### config.mk
export PLATFORM = sky130hd
export DESIGN_NAME = contact_debouncer
export DESIGN_NICKNAME = d
export VERILOG_FILES = /design/src/rtl/lockout_pkg.sv /design/src/rtl/lockout_sync.sv /design/src/rtl/lockout_oneshot.sv /design/src/rtl/lockout_latch.sv /design/src/rtl/contact_debouncer.sv
export SDC_FILE = /design/constraint.sdc
export NUM_CORES = 1
export LEC_CHECK = 0
export ABC_AREA = 0
export ABC_CLOCK_PERIOD_IN_PS = 4300
export CAP_MARGIN = 10
export CORE_MARGIN = 2
export CORE_UTILIZATION = 30
export CTS_BUF_LIST = sky130_fd_sc_hd__clkbuf_8
export DETAILED_ROUTE_END_ITERATION = 6
export GPL_ROUTABILITY_DRIVEN = 0
export PLACE_DENSITY = 0.46
export SKIP_CTS_REPAIR_TIMING = 1
export SYNTH_ARGS = -nofsm -noshare
export SYNTH_HDL_FRONTEND = slang
export SYNTH_HIERARCHICAL = 1
export SYNTH_SLANG_ARGS = --single-unit
### constraint.sdc
create_clock -name clk -period 4.3 [get_ports clk]
set_clock_uncertainty 0.15 [all_clocks]
set_input_delay 0.86 -clock clk [delete_from_list [all_inputs] [get_ports clk]]
set_output_delay 0.86 -clock clk [all_outputs]
set_load 0.01 [all_outputs]
### src/rtl/lockout_pkg.sv
// Package: shared definitions for the contact lockout debouncer.
// Assumes the contact is pulled up: 1 means open, 0 means pressed.
package lockout_pkg;

    // Contact and output level encoding.
    typedef enum logic {
        LVL_CLOSED = 1'b0,
        LVL_OPEN   = 1'b1
    } contact_lvl_e;

    // Index of each one-shot timer in the timer array.
    localparam int unsigned TMR_MAKE  = 0;
    localparam int unsigned TMR_BREAK = 1;
    localparam int unsigned TMR_COUNT = 2;

    // Width of a down-counter that must hold the value n.
    function automatic int unsigned cnt_width(input int unsigned n);
        return (n < 2) ? 1 : $clog2(n + 1);
    endfunction

endpackage

### src/rtl/lockout_sync.sv
// Module: lockout_sync
// Multi-stage synchronizer for an asynchronous level.
// Assumes STAGES >= 2. Each stage resets to RESET_VAL so that reset
// never shows a false transition downstream.
module lockout_sync #(
    parameter int unsigned STAGES    = 2,
    parameter logic        RESET_VAL = 1'b1
) (
    input  logic clk,
    input  logic rst_n,
    input  logic async_in,
    output logic sync_out
);

    logic [STAGES-1:0] chain;

    // Shift the asynchronous level through the flop chain.
    always_ff @(posedge clk) begin
        if (!rst_n) begin
            chain <= {STAGES{RESET_VAL}};
        end else begin
            chain <= {chain[STAGES-2:0], async_in};
        end
    end

    assign sync_out = chain[STAGES-1];

endmodule

### src/rtl/lockout_oneshot.sv
// Module: lockout_oneshot
// Non-retriggerable one-shot timer. A fire pulse while the timer is idle
// loads LOCK_CYCLES; busy stays high until the count reaches zero.
// Assumes the caller only fires while idle; a fire while busy is ignored.
module lockout_oneshot #(
    parameter int unsigned LOCK_CYCLES = 500000
) (
    input  logic clk,
    input  logic rst_n,
    input  logic fire,
    output logic busy
);

    import lockout_pkg::*;

    localparam int unsigned CW = cnt_width(LOCK_CYCLES);

    logic [CW-1:0] remain;

    // Load on fire when idle, otherwise count down to zero.
    always_ff @(posedge clk) begin
        if (!rst_n) begin
            remain <= '0;
        end else if (remain != '0) begin
            remain <= remain - 1'b1;
        end else if (fire) begin
            remain <= CW'(LOCK_CYCLES);
        end
    end

    assign busy = (remain != '0);

endmodule

### src/rtl/lockout_latch.sv
// Module: lockout_latch
// Registered set/reset latch holding the debounced level.
// Assumes set and clear are never asserted together; clear wins if they are.
module lockout_latch #(
    parameter logic RESET_VAL = 1'b1
) (
    input  logic clk,
    input  logic rst_n,
    input  logic set_i,
    input  logic clr_i,
    output logic q
);

    // Hold the level, set by the break timer and cleared by the make timer.
    always_ff @(posedge clk) begin
        if (!rst_n) begin
            q <= RESET_VAL;
        end else if (clr_i) begin
            q <= 1'b0;
        end else if (set_i) begin
            q <= 1'b1;
        end
    end

endmodule

### src/rtl/contact_debouncer.sv
// Module: contact_debouncer (top)
// Debounces a key contact on both closure and release. The first
// disagreement between the synchronized contact and the output flips the
// output at once and starts a lockout of LOCK_CYCLES clocks, during which
// the other direction is blocked and chatter is ignored.
// Assumes contact_raw is asynchronous, 1 = open and 0 = closed.
module contact_debouncer #(
    parameter int unsigned LOCK_CYCLES = 500000,
    parameter int unsigned SYNC_STAGES = 2
) (
    input  logic clk,
    input  logic rst_n,
    input  logic contact_raw,
    output logic key_open
);

    import lockout_pkg::*;

    logic                 sync_lvl;
    logic [TMR_COUNT-1:0] fire;
    logic [TMR_COUNT-1:0] busy;
    logic                 any_busy;
    logic [TMR_COUNT-1:0] want;

    lockout_sync #(
        .STAGES    (SYNC_STAGES),
        .RESET_VAL (LVL_OPEN)
    ) u_sync (
        .clk      (clk),
        .rst_n    (rst_n),
        .async_in (contact_raw),
        .sync_out (sync_lvl)
    );

    assign any_busy = |busy;

    // Which timer the current contact level asks for, given the output.
    always_comb begin
        want            = '0;
        want[TMR_MAKE]  = (sync_lvl == LVL_CLOSED) && (key_open == LVL_OPEN);
        want[TMR_BREAK] = (sync_lvl == LVL_OPEN)   && (key_open == LVL_CLOSED);
    end

    // One timer per direction; each fires only while neither timer runs.
    for (genvar g = 0; g < TMR_COUNT; g++) begin : g_tmr
        assign fire[g] = want[g] && !any_busy;

        lockout_oneshot #(
            .LOCK_CYCLES (LOCK_CYCLES)
        ) u_oneshot (
            .clk   (clk),
            .rst_n (rst_n),
            .fire  (fire[g]),
            .busy  (busy[g])
        );
    end

    lockout_latch #(
        .RESET_VAL (LVL_OPEN)
    ) u_latch (
        .clk   (clk),
        .rst_n (rst_n),
        .set_i (fire[TMR_BREAK]),
        .clr_i (fire[TMR_MAKE]),
        .q     (key_open)
    );

endmodule

# Word level (Yosys, flattened, before mapping)
# Cells that the tools add are included.
[word_totals]
reg_bits = 41
elab_cells = 25
mem_count = 0
output_inout_bits = 1
inputBits = 3
mem_bits_ro = 0
mem_bits_rw = 0
latch_bits = 0
[op_classes]
n_bitwise = 2
n_mux = 6
n_reduce_logical = 11
addsub = 2
shifts = 0
div = 0
multipliers = 0
magnitude_cmp = 0
eq_ne = 0
[op_table]
columns = ["operator", "count"]
rows = [
  ["2-to-1 mux 19 bit", 4],
  ["nonzero test 19 bit", 2],
  ["subtractor 19 x 1 -> 19 bit, second input constant", 2],
  ["nonzero test 2 bit", 3],
  ["logical AND 1 bit", 4],
  ["2-to-1 mux 1 bit", 2],
  ["inverter 1 bit", 2],
  ["OR reduction 2 bit", 1],
  ["logical NOT 1 bit", 1],
]

# Logic depth before layout (Yosys ltp)
[logic_depth]
ltp_word = 6
ltp_mapped = 9
ltp_nobuf = 9

# By module
# Netlist, hierarchy kept.
[by_module_without_submodules]
columns = ["module", "instances", "cells_per_inst", "area_each_um2"]
rows = [
  ["lockout_oneshot", 2, 123, 1057.3],
  ["lockout_sync", 1, 4, 52.6],
  ["lockout_latch", 1, 3, 28.8],
  ["contact_debouncer", 1, 2, 17.5],
]

# Worst setup path after synthesis
# OpenSTA, ideal clock, no wires.
[synth_path]
path_kind = "reg2reg"
start = "register g_tmr[1].u_oneshot.remain[12]"
end = "register g_tmr[1].u_oneshot.remain[13]"
period_less_slack_ns = 3.000
required_ns = 4.092
stages_incl_launch_ff = 9
path_slack_ns = 1.300
n_path_buf = 1
t_arrival_ns = 2.791
path_cell_list = "dfxtp_1 > or4_4 > nor4_1 > buf_2 > nand2_1 > nor4b_1 > nor3_1 > a2111oi_0 > a31o_2"
[synth_between]
elab_chain_cells = 5
elab_cells_between_ends = 7
cone_classes = "1 x add/sub; 1 x mux; 5 x reduce/logical"
[synth_lines]
columns = ["item", "line_no", "text"]
rows = [
  ["from (decl)", "lockout_oneshot.sv:18", "logic [CW-1:0] remain;"],
  ["from (signal assigned)", "lockout_oneshot.sv:25", "remain <= remain - 1'b1;"],
  ["from (signal assigned)", "lockout_oneshot.sv:27", "remain <= CW'(LOCK_CYCLES);"],
  ["nonzero test 19 bit", "lockout_oneshot.sv:31", "assign busy = (remain != '0);"],
  ["via busy[1]", "contact_debouncer.sv:21", "logic [TMR_COUNT-1:0] busy;"],
  ["OR reduction 2 bit", "contact_debouncer.sv:35", "assign any_busy = |busy;"],
  ["logical NOT 1 bit", "contact_debouncer.sv:46", "assign fire[g] = want[g] && !any_busy;"],
  ["logical AND 1 bit", "contact_debouncer.sv:46", ""],
  ["via fire[1]", "contact_debouncer.sv:20", "logic [TMR_COUNT-1:0] fire;"],
  ["nonzero test 2 bit (no source line)", "n/a", ""],
]
# The timed path passes the listed nets, and every way through them passes these cells.
# A chain may end at the register's enable or synchronous reset.

# Worst setup path in the final report
[layout_path]
start = "register g_tmr[1].u_oneshot.remain[8]"
end = "register g_tmr[1].u_oneshot.remain[13]"
# The elaborated chain is that of the path after synthesis.

==> results.cfg <==
[floorplan]
die_h_um = 89.90
start_util_pct = 30.68
ioPinCount = 4
rows = 31
die-width_um = 89.90
core-area_um2 = 7214
die-area_um2 = 8081

[synth]
synthFlopType = dfxtp_1
synth_edf_count = 0
yosysWarnings = 6
yosysSeqAreaShare_pct = 37.08
synth_fp_nets = 262
synth_area_leaders = dfxtp_1 (37%), a211oi_1 (4.7%), a21oi_1 (3.2%)
yosys-top-cells-count = dfxtp_1 (41), nand2_1 (18), a211oi_1 (14), a21oi_1 (14), nor3_1 (14)
syn_area_um2 = 2213
ys_ff_latch = 41
yosysUniqueCellTypes = 42
synthArstFlopShare_pct = 0
synth.most_common_cell = dfxtp_1
synth_top_area_share_pct = 37.08
syn-instance-count = 255
synth.avg_cell_area_um2 = 8.680
yosys.area.top_type = dfxtp_1

[clock_network]
cts_made_buffers = 5
cts_root_buf = clkbuf_8
clock_path_buffers = 2
h-tree-depth = 2
cts_tree = yes
clock_latency_ns = 0.29
path_clk_slew_ns = 0.08
clock_sinks = 41

[timing]
clock.fmax_mhz = 333.0
tns_ns = 0
worst_slew_pin_slew_ns = 0.7001
whs_ns = 0.2612
slew_violations = 0
period_share_pct = 69.85
rsz0062_at_grt = no
hold_viol = 0
min_period_ns = 3.003
finalSetupViolCount = 0
slew_headroom_pct = 53.18

[global_route]
grt_antenna_before_repair = 0
gr-usage-all-layers_pct = 14.20
first_global_vias = 1865
grt_max_degree = 19
grt_pass1_wl_um = 9418
overflow = 0

[status]
outcome = finished, final reports clean

[critical_path]
cp.arrival_ns = 3.10
critPathLaunchType = flop
crit_family = simple AND/OR/NAND/NOR gates
cp_max_fo = 12
cp_cell_sequence = or4_1 > nor4_1 > buf_4 > nand2_1 > nor4b_1 > nor3_1 > a2111oi_0 > a31o_2
timing.critical_path.buf_inv = 1
endpoint_kind = flop
crit_path_max_incr_delay_ns = 0.64
crit_slowest_cell = or4_1
crit_type = flop to flop
cp.required_ns = 4.39

[placement]
dp_hpwl_um = 3912
numPortBuffers = 3

[detailed_routing]
dr.pass1.iters = 4
postRouteWirelength_um = 5450
vias_per_cell = 5.404
via_count = 1967
drc = 0
first_iter_violations = 85
detail-route-antenna-nets = 0
routedWlPerCell_um = 14.97

[job]
drv_cap = 0

[final_layout]
fin_util_pct = 34.03
drive_gt1_share_pct = 10.57
diodes = 0
nNetsFinal = 271
area_growth_pct = 10.91

[worst_hold_path]
hp-class = flop to flop
[through the flow]
stage / setup slack [ns] / area (um2) / instances
final: 1.297 / 2455 / 364
after global routing: 0.9448 / 2455 / 364
after CTS: 1.288 / 2455 / 364
after detailed placement: 1.328 / 2372 / 356
after global placement: 1.370 / 2372 / 356
after floorplan: 1.300 / 2213 / 255
[final cells by class]
class                      count  area (um2)
inverter                      12       45.04
clock inverter                 3       13.76
clock buffer                   5       68.82
multi-input combinational    194        1300
tap                           99       123.9
timing repair buffer          10       82.58
sequential                    41       820.8
fill                         792        4760
[sequential cells by signal, summed over array words and instances (netlist names)]
| register | count |
|---|---|
| u_latch/q | 1 |
| g_tmr.u_oneshot/remain | 38 |
| u_sync/chain | 2 |
[worst reg2reg max path, stage by stage (launching register included)]
cell       delay [ns]
dfxtp_1          0.37
or4_1            0.64
nor4_1           0.21
buf_4            0.24
nand2_1          0.13
nor4b_1          0.43
nor3_1           0.21
a2111oi_0        0.44
a31o_2           0.16
[routing by layer]
metal	GRT usage [%]	up-vias	share of wire, %
met4	5.000	0	1.1
li1	-	1001	-
met3	2.850	6	3.2
met2	22.29	37	46
met5	0	-	0
met1	19.46	923	50
[layout by cell type, fill, tap and decap left out, types with 3 or more instances in the layout]
master            n
or4_4             4
o21a_1            8
nand2b_1          6
or3_1             6
nor3_1           14
o21ai_0          10
nor2_1           13
nor4_1           10
o211ai_1          4
dfxtp_1          41
a211oi_1         14
buf_4             7
or4_1             8
clkbuf_8          5
o31ai_1           4
nand3_1           6
mux2i_1           4
xor2_1            4
inv_1            13
a21oi_1          14
clkdlybuf4s50_1   3
ha_1              4
nand2_1          18
and3_1            4
o31a_1            6
[path summary, 6_finish.rpt]
check                                            startpoint                                    endpoint  slack, ns  depth (start not counted)
hold / removal                   u_sync/chain[0]$_SDFF_PN1_                  u_sync/chain[1]$_SDFF_PN1_       0.26                          1
setup reg to reg  g_tmr[1].u_oneshot/remain[8]$_SDFFE_PN0P_  g_tmr[1].u_oneshot/remain[13]$_SDFFE_PN0P_       1.30                          8
setup / recovery  g_tmr[1].u_oneshot/remain[8]$_SDFFE_PN0P_  g_tmr[1].u_oneshot/remain[13]$_SDFFE_PN0P_       1.30                          8
hold reg to reg                  u_sync/chain[0]$_SDFF_PN1_                  u_sync/chain[1]$_SDFF_PN1_       0.26                          1
[cells by family after synthesis]
logic type / share of synthesized area [%]
XOR/XNOR: 1.583
AO/OA/AOI/OAI: 25.89
flip-flops: 37.08
adder cells (fa/ha/maj): 2.261
multiplexers: 1.809
buffers and inverters: 4.183
AND/OR/NAND/NOR: 27.19
Power is left out: the tool's default activity adds up to more than one toggle a clock period on the data nets, which glitch-free logic cannot reach.
